File: src/rtl/acc_cpu8_pkg.sv
package acc_cpu8_pkg;

  typedef enum logic [3:0] {
    OP_NOP  = 4'h0,
    OP_LDI  = 4'h1,
    OP_LD   = 4'h2,
    OP_ST   = 4'h3,
    OP_MOVA = 4'h4,
    OP_ADD  = 4'h5,
    OP_SUB  = 4'h6,
    OP_AND  = 4'h7,
    OP_OR   = 4'h8,
    OP_NOT  = 4'h9,
    OP_JMP  = 4'hA,
    OP_BZ   = 4'hB,
    OP_BN   = 4'hC,
    OP_RSVD = 4'hD,
    OP_RSVE = 4'hE,
    OP_HALT = 4'hF
  } opcode_e;

  typedef enum logic [2:0] {
    ST_F0   = 3'd0,
    ST_F1   = 3'd1,
    ST_F2   = 3'd2,
    ST_EX   = 3'd3,
    ST_MEM  = 3'd4,
    ST_HALT = 3'd5
  } step_e;

endpackage

File: src/rtl/acc_cpu8_seq.sv
module acc_cpu8_seq
  import acc_cpu8_pkg::*;
(
  input  logic    clk,
  input  logic    rst,
  input  opcode_e op,
  output step_e   step,
  output logic    done
);

  always_ff @(posedge clk) begin
    if (rst) begin
      step <= ST_F0;
      done <= 1'b0;
    end else begin
      case (step)
        ST_F0:   step <= ST_F1;
        ST_F1:   step <= ST_F2;
        ST_F2:   step <= ST_EX;
        ST_EX: begin
          if (op == OP_LD) begin
            step <= ST_MEM;
          end else if (op == OP_HALT) begin
            step <= ST_HALT;
            done <= 1'b1;
          end else begin
            step <= ST_F0;
          end
        end
        ST_MEM:  step <= ST_F0;
        ST_HALT: step <= ST_HALT;
        default: step <= ST_F0;
      endcase
    end
  end

  // the second byte is always fetched right after the first
  assert_fetch_order_R2: assert property (@(posedge clk) disable iff (rst)
    (step == ST_F0) |=> (step == ST_F1));

  // once halted the sequencer stays halted with done raised
  assert_halt_sticky_R10: assert property (@(posedge clk) disable iff (rst)
    (step == ST_HALT) |=> (step == ST_HALT && done));

endmodule

File: src/rtl/acc_cpu8_alu.sv
module acc_cpu8_alu
  import acc_cpu8_pkg::*;
#(
  parameter int DW = 8
) (
  input  opcode_e       op,
  input  logic [DW-1:0] a,
  input  logic [DW-1:0] b,
  output logic [DW-1:0] y
);

  always_comb begin
    case (op)
      OP_ADD:  y = a + b;
      OP_SUB:  y = a - b;
      OP_AND:  y = a & b;
      OP_OR:   y = a | b;
      OP_NOT:  y = ~a;
      default: y = a;
    endcase
  end

endmodule

File: src/rtl/acc_cpu8_rf.sv
module acc_cpu8_rf #(
  parameter  int DW   = 8,
  parameter  int NREG = 8,
  localparam int RW   = $clog2(NREG)
) (
  input  logic          clk,
  input  logic          rst,
  input  logic          we,
  input  logic [RW-1:0] wsel,
  input  logic [DW-1:0] wdata,
  input  logic [RW-1:0] sel_a,
  input  logic [RW-1:0] sel_b,
  input  logic [RW-1:0] sel_m,
  output logic [DW-1:0] rd_a,
  output logic [DW-1:0] rd_b,
  output logic [DW-1:0] rd_m
);

  logic [DW-1:0] regs [NREG];

  always_ff @(posedge clk) begin
    if (rst) begin
      for (int i = 0; i < NREG; i++) regs[i] <= '0;
    end else if (we) begin
      regs[wsel] <= wdata;
    end
  end

  assign rd_a = regs[sel_a];
  assign rd_b = regs[sel_b];

  always_ff @(posedge clk) rd_m <= regs[sel_m];

endmodule

File: src/rtl/acc_cpu8_mem.sv
module acc_cpu8_mem #(
  parameter  int AW    = 8,
  parameter  int DW    = 8,
  localparam int DEPTH = 1 << AW
) (
  input  logic          clk,
  input  logic [AW-1:0] a_addr,
  input  logic          a_we,
  input  logic [DW-1:0] a_wdata,
  output logic [DW-1:0] a_rdata,
  input  logic [AW-1:0] b_addr,
  input  logic          b_we,
  input  logic [DW-1:0] b_wdata,
  output logic [DW-1:0] b_rdata
);

  logic [DW-1:0] ram [DEPTH];

  always_ff @(posedge clk) begin
    if (b_we) begin
      ram[b_addr] <= b_wdata;
    end else if (a_we) begin
      ram[a_addr] <= a_wdata;
    end
    a_rdata <= ram[a_addr];
    b_rdata <= ram[b_addr];
  end

endmodule

File: src/rtl/acc_cpu8.sv
module acc_cpu8
  import acc_cpu8_pkg::*;
#(
  parameter  int DW   = 8,
  parameter  int AW   = 8,
  parameter  int NREG = 8,
  localparam int RW   = $clog2(NREG)
) (
  input  logic          clk,
  input  logic          rst,
  input  logic          ld_we,
  input  logic [AW-1:0] ld_addr,
  input  logic [DW-1:0] ld_wdata,
  output logic [DW-1:0] ld_rdata,
  input  logic [RW-1:0] mon_sel,
  output logic [DW-1:0] mon_reg,
  output logic [AW-1:0] pc_o,
  output logic [DW-1:0] acc_o,
  output logic          done
);

  localparam logic [AW-1:0] PC_ONE = AW'(1);
  localparam logic [AW-1:0] PC_TWO = AW'(2);

  step_e         step;
  logic [AW-1:0] pc, pc_nx;
  logic [DW-1:0] acc;
  logic [DW-2:0] ir0;
  logic [DW-1:0] ir1;
  opcode_e       op;
  logic [RW-1:0] ra, rb;
  logic [AW-1:0] imm_addr;
  logic [DW-1:0] rd_a, rd_b, alu_y;
  logic          rf_we, acc_we, mem_we;
  logic [DW-1:0] rf_wd;
  logic [AW-1:0] mem_addr;
  logic [DW-1:0] mem_rdata;

  assign op       = opcode_e'(ir0[DW-2 -: 4]);
  assign ra       = ir0[RW-1:0];
  assign rb       = ir1[RW-1:0];
  assign imm_addr = ir1[AW-1:0];

  acc_cpu8_seq u_seq (
    .clk  (clk),
    .rst  (rst),
    .op   (op),
    .step (step),
    .done (done)
  );

  acc_cpu8_rf #(.DW(DW), .NREG(NREG)) u_rf (
    .clk   (clk),
    .rst   (rst),
    .we    (rf_we),
    .wsel  (ra),
    .wdata (rf_wd),
    .sel_a (ra),
    .sel_b (rb),
    .sel_m (mon_sel),
    .rd_a  (rd_a),
    .rd_b  (rd_b),
    .rd_m  (mon_reg)
  );

  acc_cpu8_alu #(.DW(DW)) u_alu (
    .op (op),
    .a  (rd_a),
    .b  (rd_b),
    .y  (alu_y)
  );

  acc_cpu8_mem #(.AW(AW), .DW(DW)) u_mem (
    .clk     (clk),
    .a_addr  (mem_addr),
    .a_we    (mem_we),
    .a_wdata (rd_a),
    .a_rdata (mem_rdata),
    .b_addr  (ld_addr),
    .b_we    (ld_we),
    .b_wdata (ld_wdata),
    .b_rdata (ld_rdata)
  );

  always_comb begin
    pc_nx    = pc;
    acc_we   = 1'b0;
    rf_we    = 1'b0;
    rf_wd    = acc;
    mem_we   = 1'b0;
    mem_addr = pc;
    case (step)
      ST_F1: mem_addr = pc + PC_ONE;
      ST_EX: begin
        mem_addr = imm_addr;
        pc_nx    = pc + PC_TWO;
        case (op)
          OP_LDI: begin
            rf_we = 1'b1;
            rf_wd = ir1;
          end
          OP_LD:   pc_nx  = pc;
          OP_ST:   mem_we = !rst;
          OP_MOVA: rf_we  = 1'b1;
          OP_ADD, OP_SUB, OP_AND, OP_OR, OP_NOT: acc_we = 1'b1;
          OP_JMP:  pc_nx = imm_addr;
          OP_BZ:   if (rd_a == '0) pc_nx = imm_addr;
          OP_BN:   if (rd_a[DW-1]) pc_nx = imm_addr;
          OP_HALT: pc_nx = pc;
          default: ;
        endcase
      end
      ST_MEM: begin
        mem_addr = imm_addr;
        rf_we    = 1'b1;
        rf_wd    = mem_rdata;
        pc_nx    = pc + PC_TWO;
      end
      default: ;
    endcase
  end

  always_ff @(posedge clk) begin
    if (rst) begin
      pc  <= '0;
      acc <= '0;
      ir0 <= '0;
      ir1 <= '0;
    end else begin
      if (step == ST_F1) ir0 <= mem_rdata[DW-1:1];
      if (step == ST_F2) ir1 <= mem_rdata;
      pc <= pc_nx;
      if (acc_we) acc <= alu_y;
    end
  end

  assign pc_o  = pc;
  assign acc_o = acc;

  // straight-line instructions step the PC by two
  assert_pc_step_R7: assert property (@(posedge clk) disable iff (rst)
    (step == ST_EX && (op == OP_ADD || op == OP_LDI || op == OP_MOVA))
      |=> (pc == $past(pc) + PC_TWO));

  // difference in the accumulator plus B gives back A
  assert_sub_R5: assert property (@(posedge clk) disable iff (rst)
    (step == ST_EX && op == OP_SUB) |=> ((acc + $past(rd_b)) == $past(rd_a)));

  // branch on zero with a non-zero register falls through
  assert_bz_fall_R9: assert property (@(posedge clk) disable iff (rst)
    (step == ST_EX && op == OP_BZ && rd_a != '0) |=> (pc == $past(pc) + PC_TWO));

  // halted core keeps PC and accumulator frozen
  assert_halt_freeze_R10: assert property (@(posedge clk) disable iff (rst)
    done |=> (done && $stable(pc) && $stable(acc)));

  // the accumulator only moves on an execute step
  assert_acc_hold_R6: assert property (@(posedge clk) disable iff (rst)
    (step != ST_EX) |=> $stable(acc));

endmodule

File: config.mk
export PLATFORM = sky130hd
export DESIGN_NAME = acc_cpu8
export DESIGN_NICKNAME = d
export VERILOG_FILES = /design/src/rtl/acc_cpu8_pkg.sv /design/src/rtl/acc_cpu8_seq.sv /design/src/rtl/acc_cpu8_alu.sv /design/src/rtl/acc_cpu8_rf.sv /design/src/rtl/acc_cpu8_mem.sv /design/src/rtl/acc_cpu8.sv
export SDC_FILE = /design/constraint.sdc
export NUM_CORES = 2
export LEC_CHECK = 0
export ABC_AREA = 1
export BUFFER_PORTS_ARGS = -buffer_cell sky130_fd_sc_hd__buf_2
export CORE_UTILIZATION = 25
export DETAILED_ROUTE_END_ITERATION = 10
export HOLD_SLACK_MARGIN = 0.1
export MAX_ROUTING_LAYER = met4
export SYNTH_ARGS = -nofsm -noshare
export SYNTH_HDL_FRONTEND = slang
export SYNTH_SLANG_ARGS = --single-unit
File: constraint.sdc
create_clock -name clk -period 20.7 [get_ports clk]
set_input_delay 4.14 -clock clk [delete_from_list [all_inputs] [get_ports clk]]
set_output_delay 4.14 -clock clk [all_outputs]
set_load 0.02 [all_outputs]
# ---- Word-level counts from Yosys, hierarchy flattened
# Memories as Yosys holds them, arrays and structs flattened. A register that Yosys moved wholly into a read port is not among the register bits.
# Cells that the tools add are included.
dict set report totals {
  ramBits 2112
  n_memories 2
  word_cells 84
  ff_bits 35
  out_inout_bits 33
  in_bits 22
}
dict set report op_classes {
  muxes 37
  bitwise 4
  addsub 4
  n_reduce_logical 12
  eq_ne 19
}
# memory words word_bits rd rd_ports_with_merged_regs wr line_no
set mem_list {}
lappend mem_list {u_mem.ram 256 8 2 2 1 acc_cpu8_mem.sv:17} ;# logic [DW-1:0] ram [DEPTH];
lappend mem_list {u_rf.regs 8 8 3 3 8 acc_cpu8_rf.sv:19} ;# logic [DW-1:0] regs [NREG];
# operator count
set op_table {}
lappend op_table {{8-bit two-way mux} 6}
lappend op_table {{8-bit one-hot mux with 2 select lines} 3}
lappend op_table {{8-bit one-hot mux with 5 select lines} 1}
lappend op_table {{8-bit one-hot mux with 4 select lines} 1}
lappend op_table {{4-bit equality test, second input constant} 6}
lappend op_table {{3-bit two-way mux} 7}
lappend op_table {{1-bit two-way mux} 17}
lappend op_table {{4-bit by 3-bit equality test with 1-bit output, second input constant} 4}
lappend op_table {{8-bit OR reduction} 2}
lappend op_table {{3-bit one-hot mux with 5 select lines} 1}
lappend op_table {{8-bit by 1-bit adder with 8-bit output, second input constant} 1}
lappend op_table {{8-bit by 2-bit adder with 8-bit output, second input constant} 1}
lappend op_table {{8-bit adder} 1}
lappend op_table {{8-bit bitwise AND} 1}
lappend op_table {{4-bit by 2-bit equality test with 1-bit output, second input constant} 2}
lappend op_table {{8-bit logical NOT} 1}
lappend op_table {{8-bit NOT} 1}
lappend op_table {{8-bit bitwise OR} 1}
lappend op_table {{8-bit subtractor} 1}
lappend op_table {{3-bit by 2-bit equality test with 1-bit output, second input constant} 2}
lappend op_table {{3-bit equality test, second input constant} 2}
lappend op_table {{2-bit OR reduction} 3}
lappend op_table {{5-bit OR reduction} 1}
lappend op_table {{4-bit by 1-bit equality test with 1-bit output, second input constant} 1}
lappend op_table {{other kinds (9)} 9}

# ---- Longest topological paths before layout
dict set report depth {
  depth_word 9
  mapped_depth 25
  ltp_nobuf 25
}

# ---- Cells and area by module
# A second synthesis with hierarchy kept.
dict set report hier_totals {
  hier_cells 12789
  hier_area_um2 111693.4
}
# mod cells_each instances area_per_inst_um2
set by_module_without_submodules {}
lappend by_module_without_submodules {acc_cpu8_mem 11604 1 103904.7}
lappend by_module_without_submodules {acc_cpu8_rf 686 1 4698.3}
lappend by_module_without_submodules {acc_cpu8 311 1 1996.9}
lappend by_module_without_submodules {acc_cpu8_alu 158 1 895.9}
lappend by_module_without_submodules {acc_cpu8_seq 30 1 197.7}

# ---- Worst setup path after synthesis
# OpenSTA, ideal clock, no wires.
dict set report synth_timing {
  path_kind {input-to-reg}
  startpoint {input port rst}
  endpoint {memory u_mem.ram[0][5] (data pin)}
  cell_stages 8
  setup_ns 2.190
  t_arrival_ns 15.055
  slack_ns 3.455
  required_time_ns 18.510
  path_cell_list {clkbuf_1 -> inv_1 -> nand3_1 -> nor2_1 -> inv_2 -> buf_2 -> clkbuf_1 -> o21ai_0}
}
dict set report synth_between {
  elab_chain_cells 8
}
# item line_no
set synth_rtl {}
lappend synth_rtl {{start: declaration} acc_cpu8.sv:10} ;# input logic rst,
lappend synth_rtl {{1-bit logical NOT} acc_cpu8.sv:103} ;# OP_ST: mem_we = !rst;
lappend synth_rtl {{1-bit two-way mux} acc_cpu8.sv:97} ;# case (op)
lappend synth_rtl {{1-bit two-way mux} acc_cpu8.sv:92} ;# case (step)
lappend synth_rtl {{1-bit two-way mux} acc_cpu8_mem.sv:22} ;# end else if (a_we) begin
lappend synth_rtl {{1-bit two-way mux} acc_cpu8_mem.sv:20} ;# if (b_we) begin
lappend synth_rtl {{1-bit two-way mux (implied by the code)} acc_cpu8_mem.sv:23} ;# ram[a_addr] <= a_wdata;
lappend synth_rtl {{8-bit OR reduction (no line)} n/a}
lappend synth_rtl {{8-bit two-way mux (no line)} n/a}
lappend synth_rtl {{end: declaration} acc_cpu8_mem.sv:17}
# No other way between the ends.

==> out/qor.csv <==
stage,metric,value,unit
outcome,outcome,finished with violations,
outcome,violations in the final reports,design-rule violations,
synth,Synth Warn #,0,
finish,Final nets,12500,
synth,Post-synth top flop,sky130_fd_sc_hd__edfxtp_1,
setup_path,nature of the critical path endpoint,register,
finish,share of layout cells above drive strength 1,5.00,%
global_route,met2 Use GR,26.1,%
setup_path,Crit-path slowest cell,sky130_fd_sc_hd__buf_4,
setup_path,maximum fanout encountered on the critical timing path,188,
route,number of remaining DRC errors,2,
power_and_ir_drop,peak ir drop on the vdd network,72.9,uV
floorplan,die area,456000,um^2
power_and_ir_drop,standby leakage power,0.0480,uW
finish,"most common cell after layout, fill and taps aside",sky130_fd_sc_hd__nand2_1,
floorplan,total number of placement rows,246,
floorplan,ports placed on the boundary,55,
flow_run,Max Cap Viol,0,
finish,"commonest cells after routing, fill and taps aside","2683 x sky130_fd_sc_hd__nand2_1, 2414 x sky130_fd_sc_hd__nand3_1, 2112 x sky130_fd_sc_hd__edfxtp_1",
global_route,number of global-route vias before repair,87800,
cts,post-CTS setup buffers,0,
setup_path,delay of the slowest critical-path stage,0.79,ns
global_route,global-route wire length before repair,596000,um
setup_path,arrival time at the worst endpoint,9.62,ns
cts,clock buffer count from CTS,238,
sta,unrepaired setup endpoints after global routing,false,
global_route,maximum number of pins on one net before global-route repair,212,
cts,Resized cells post-CTS,0,
route,via count,96700,
global_route,number of antenna violations at the first check in global routing,19,
worst_hold_path,worst min path class,reg -> reg,
global_route,leftover overflow at the end of global routing,0,
route,number of detailed-route iterations in the first pass,11,
cts,number of H-tree levels,4,
route,starting DRC count in detailed routing,14400,
sta,Achievable Freq,113,MHz
setup_path,critical path startpoint category,input pin,
synth,register bit total from synthesis,2177,
cts,Clock Sink Count,2177,
global_route,global-route usage over all layers,17.7,%
sta,final worst clock skew,0.108,ns
setup_path,data required time at the worst endpoint,21.49,ns
global_route,met1 Resource Use GR,23.5,%
route,routed wire length,410000,um
global_route,busiest grt layer,met2,
sta,worst relative slew slack,18.4,%
sta,minimum clock period,8.83,ns
sta,Tcrit/Tclk final,42.6,%
placement,estimated wirelength of the detail-placed design,239000,um
setup_path,crit-path cells,"buf_8, buf_12, buf_4, buf_4, buf_4, o21ai_0, nand3_1, nand3_1, nand3_1, nand3_1, nand3_1, nand2_1, a31oi_1, a31oi_1",
cts,clock tree from TritonCTS,built,
route,mean routed wirelength per cell,22.0,um
route,remaining antenna violation count after routing,0,
synth,"FFs w/ async S/R, synth",0,%
sta,Fin. Hold Viols,0,
global_route,met3 capacity usage during global routing,3.64,%
sta,Setup Total Neg Slack,0,ns
sta,slew at the pin with the worst max-slew slack,1.22,ns
setup_path,crit path kind,in -> reg,
finish,synthesis-to-finish area growth,11.6,%
cts,clock latency on the worst-skew pair,0.95,ns
cts,cts hold-fix bufs,0,
synth,synthesized netlist net count,13100,
cts,Clock Root Buffer,sky130_fd_sc_hd__clkbuf_16,
route,ratio of routed vias to standard cells,5.18,
sta,Setup Viol. Count Final,0,
synth,synthesized instance count,13000,
floorplan,die extent in x,675,um
cts,CTS Buffer Depth,4,
finish,final design utilization,28.1,%
synth,share of the yosys chip area belonging to registers,57.1,%
placement,IO Port Bufs,54,
synth,post-synthesis average cell area,8.71,um^2
synth,post-synthesis instance area,113000,um^2
floorplan,core area,450000,um^2
placement,Routability Congestion,0.902,
synth,number of enable flip-flop cells after synthesis,2112,
setup_path,count of buffering cells on the critical path with inverters included,5,
floorplan,Die H,675,um
setup_path,most common cell type on the critical path,sky130_fd_sc_hd__nand3_1,
synth,count of distinct cell types in the synthesized netlist,48,
cts,clock-pin slew on the worst setup and hold paths,0.07,ns
floorplan,effective utilization at floorplan,25.2,%
sta,max-slew violation total from the final report,0,
setup_path,cell family with most CP delay,buffers and inverters,
power_and_ir_drop,pwr/cell area,89.0,nW/um^2
-- state kept, by name (all words and copies together), names as in the netlist, named ones only --
name	cells
u_mem.ram	2048
u_rf.regs	64
acc_o	8
imm_addr	8
pc_o	8
u_mem.a_rdata	8
u_mem.b_rdata	8
u_rf.rd_m	8
ir0	7
u_seq.step	3
u_seq.done	1
-- cells by family (layout without fill, tap and decap cells) --
logic type	Yosys count	count (layout)	synth area share, %
xor+xnor	10	10	0.0773
other cells	0	13	0
simple gates	5766	5766	21.8
flops	2177	2177	57.1
compound gates	2563	2563	12.2
fa+ha+maj	13	13	0.150
buf+inv	2493	2172	8.66
-- through the flow --
| stage | setup WS (ns) | area (um^2) | total power (uW) | hold WS [ns] | std cells |
|---|---|---|---|---|---|
| after floorplan | 3.46 | 113000 | 6290 | 0.456 | 13000 |
| after global placement | 11.17 | 119000 | 6960 | 0.485 | 18200 |
| after detailed placement | 11.15 | 119000 | 6980 | 0.484 | 18200 |
| after CTS | 12.14 | 127000 | 11200 | 0.496 | 18700 |
| after global routing | 11.65 | 127000 | 11600 | 0.535 | 18700 |
| final | 11.87 | 127000 | 11300 | 0.482 | 18700 |
-- cell type report --
class | count | area (um^2)
Clock inverter | 134 | 1310
Multi-Input combinational cell | 8352 | 39100
Tap cell | 5952 | 7450
Fill cell | 47000 | 324000
Antenna cell | 13 | 32.5
Clock buffer | 297 | 6420
Inverter | 1520 | 5740
Sequential cell | 2177 | 64700
Timing Repair Buffer | 221 | 1810
-- routing by layer --
metal / routed length (um) / vias to the layer above
met3: 48500 / 928
met4: 18400 / 0
met5: 0 / -
met2: 180000 / 5986
met1: 163000 / 46200
li1: - / 43600
-- synthesized netlist by cell type, types with 6 or more instances --
cell / count / area share, %
sky130_fd_sc_hd__edfxtp_1: 2112 / 56
sky130_fd_sc_hd__nand2_1: 2697 / 8.9
sky130_fd_sc_hd__a211oi_1: 6 / 0.040
sky130_fd_sc_hd__xor2_1: 8 / 0.062
sky130_fd_sc_hd__o22ai_1: 41 / 0.23
sky130_fd_sc_hd__o21ai_1: 11 / 0.049
sky130_fd_sc_hd__buf_1: 141 / 0.47
sky130_fd_sc_hd__clkbuf_1: 487 / 1.6
sky130_fd_sc_hd__a221oi_1: 28 / 0.22
sky130_fd_sc_hd__buf_2: 335 / 1.5
sky130_fd_sc_hd__buf_4: 10 / 0.066
sky130_fd_sc_hd__dfxtp_1: 65 / 1.1
sky130_fd_sc_hd__ha_1: 12 / 0.13
sky130_fd_sc_hd__inv_1: 1506 / 5.0
sky130_fd_sc_hd__nor2_1: 616 / 2.0
sky130_fd_sc_hd__a21oi_1: 835 / 3.7
sky130_fd_sc_hd__o21ai_0: 1307 / 5.8
sky130_fd_sc_hd__o21bai_1: 10 / 0.066
sky130_fd_sc_hd__nand3_1: 2418 / 11
sky130_fd_sc_hd__a31oi_1: 31 / 0.17
sky130_fd_sc_hd__inv_2: 10 / 0.033
sky130_fd_sc_hd__nor3_1: 22 / 0.097
sky130_fd_sc_hd__o211ai_1: 272 / 1.8
-- report_power, final --
part	internal (uW)	leakage [uW]	total, uW	switching [uW]
logic	502	0.0246	2060	1560
registers	4860	0.0196	4900	31.3
clock network	2470	0.00380	4310	1840
total	7840	0.0480	11300	3430
-- worst paths after layout --
| path | slack [ns] | start | to | cells after the start |
|---|---|---|---|---|
| setup / recovery | 11.87 | ld_addr[0] | u_mem.b_rdata[6] | 14 |
| hold / removal | 0.48 | u_seq.done | u_seq.done | 2 |
| setup reg to reg | 14.04 | u_seq.step[0] | u_mem.a_rdata[0] | 16 |
| hold reg to reg | 0.48 | u_seq.done | u_seq.done | 2 |
-- tightest hold or removal path: cells and delay by family, from the launching register on --
kind / cells / cell delay, ns
flops: 1 / 0.33
buf+inv: 1 / 0.06
compound gates: 1 / 0.05
No activity file was read; power rests on OpenSTA's default activity.
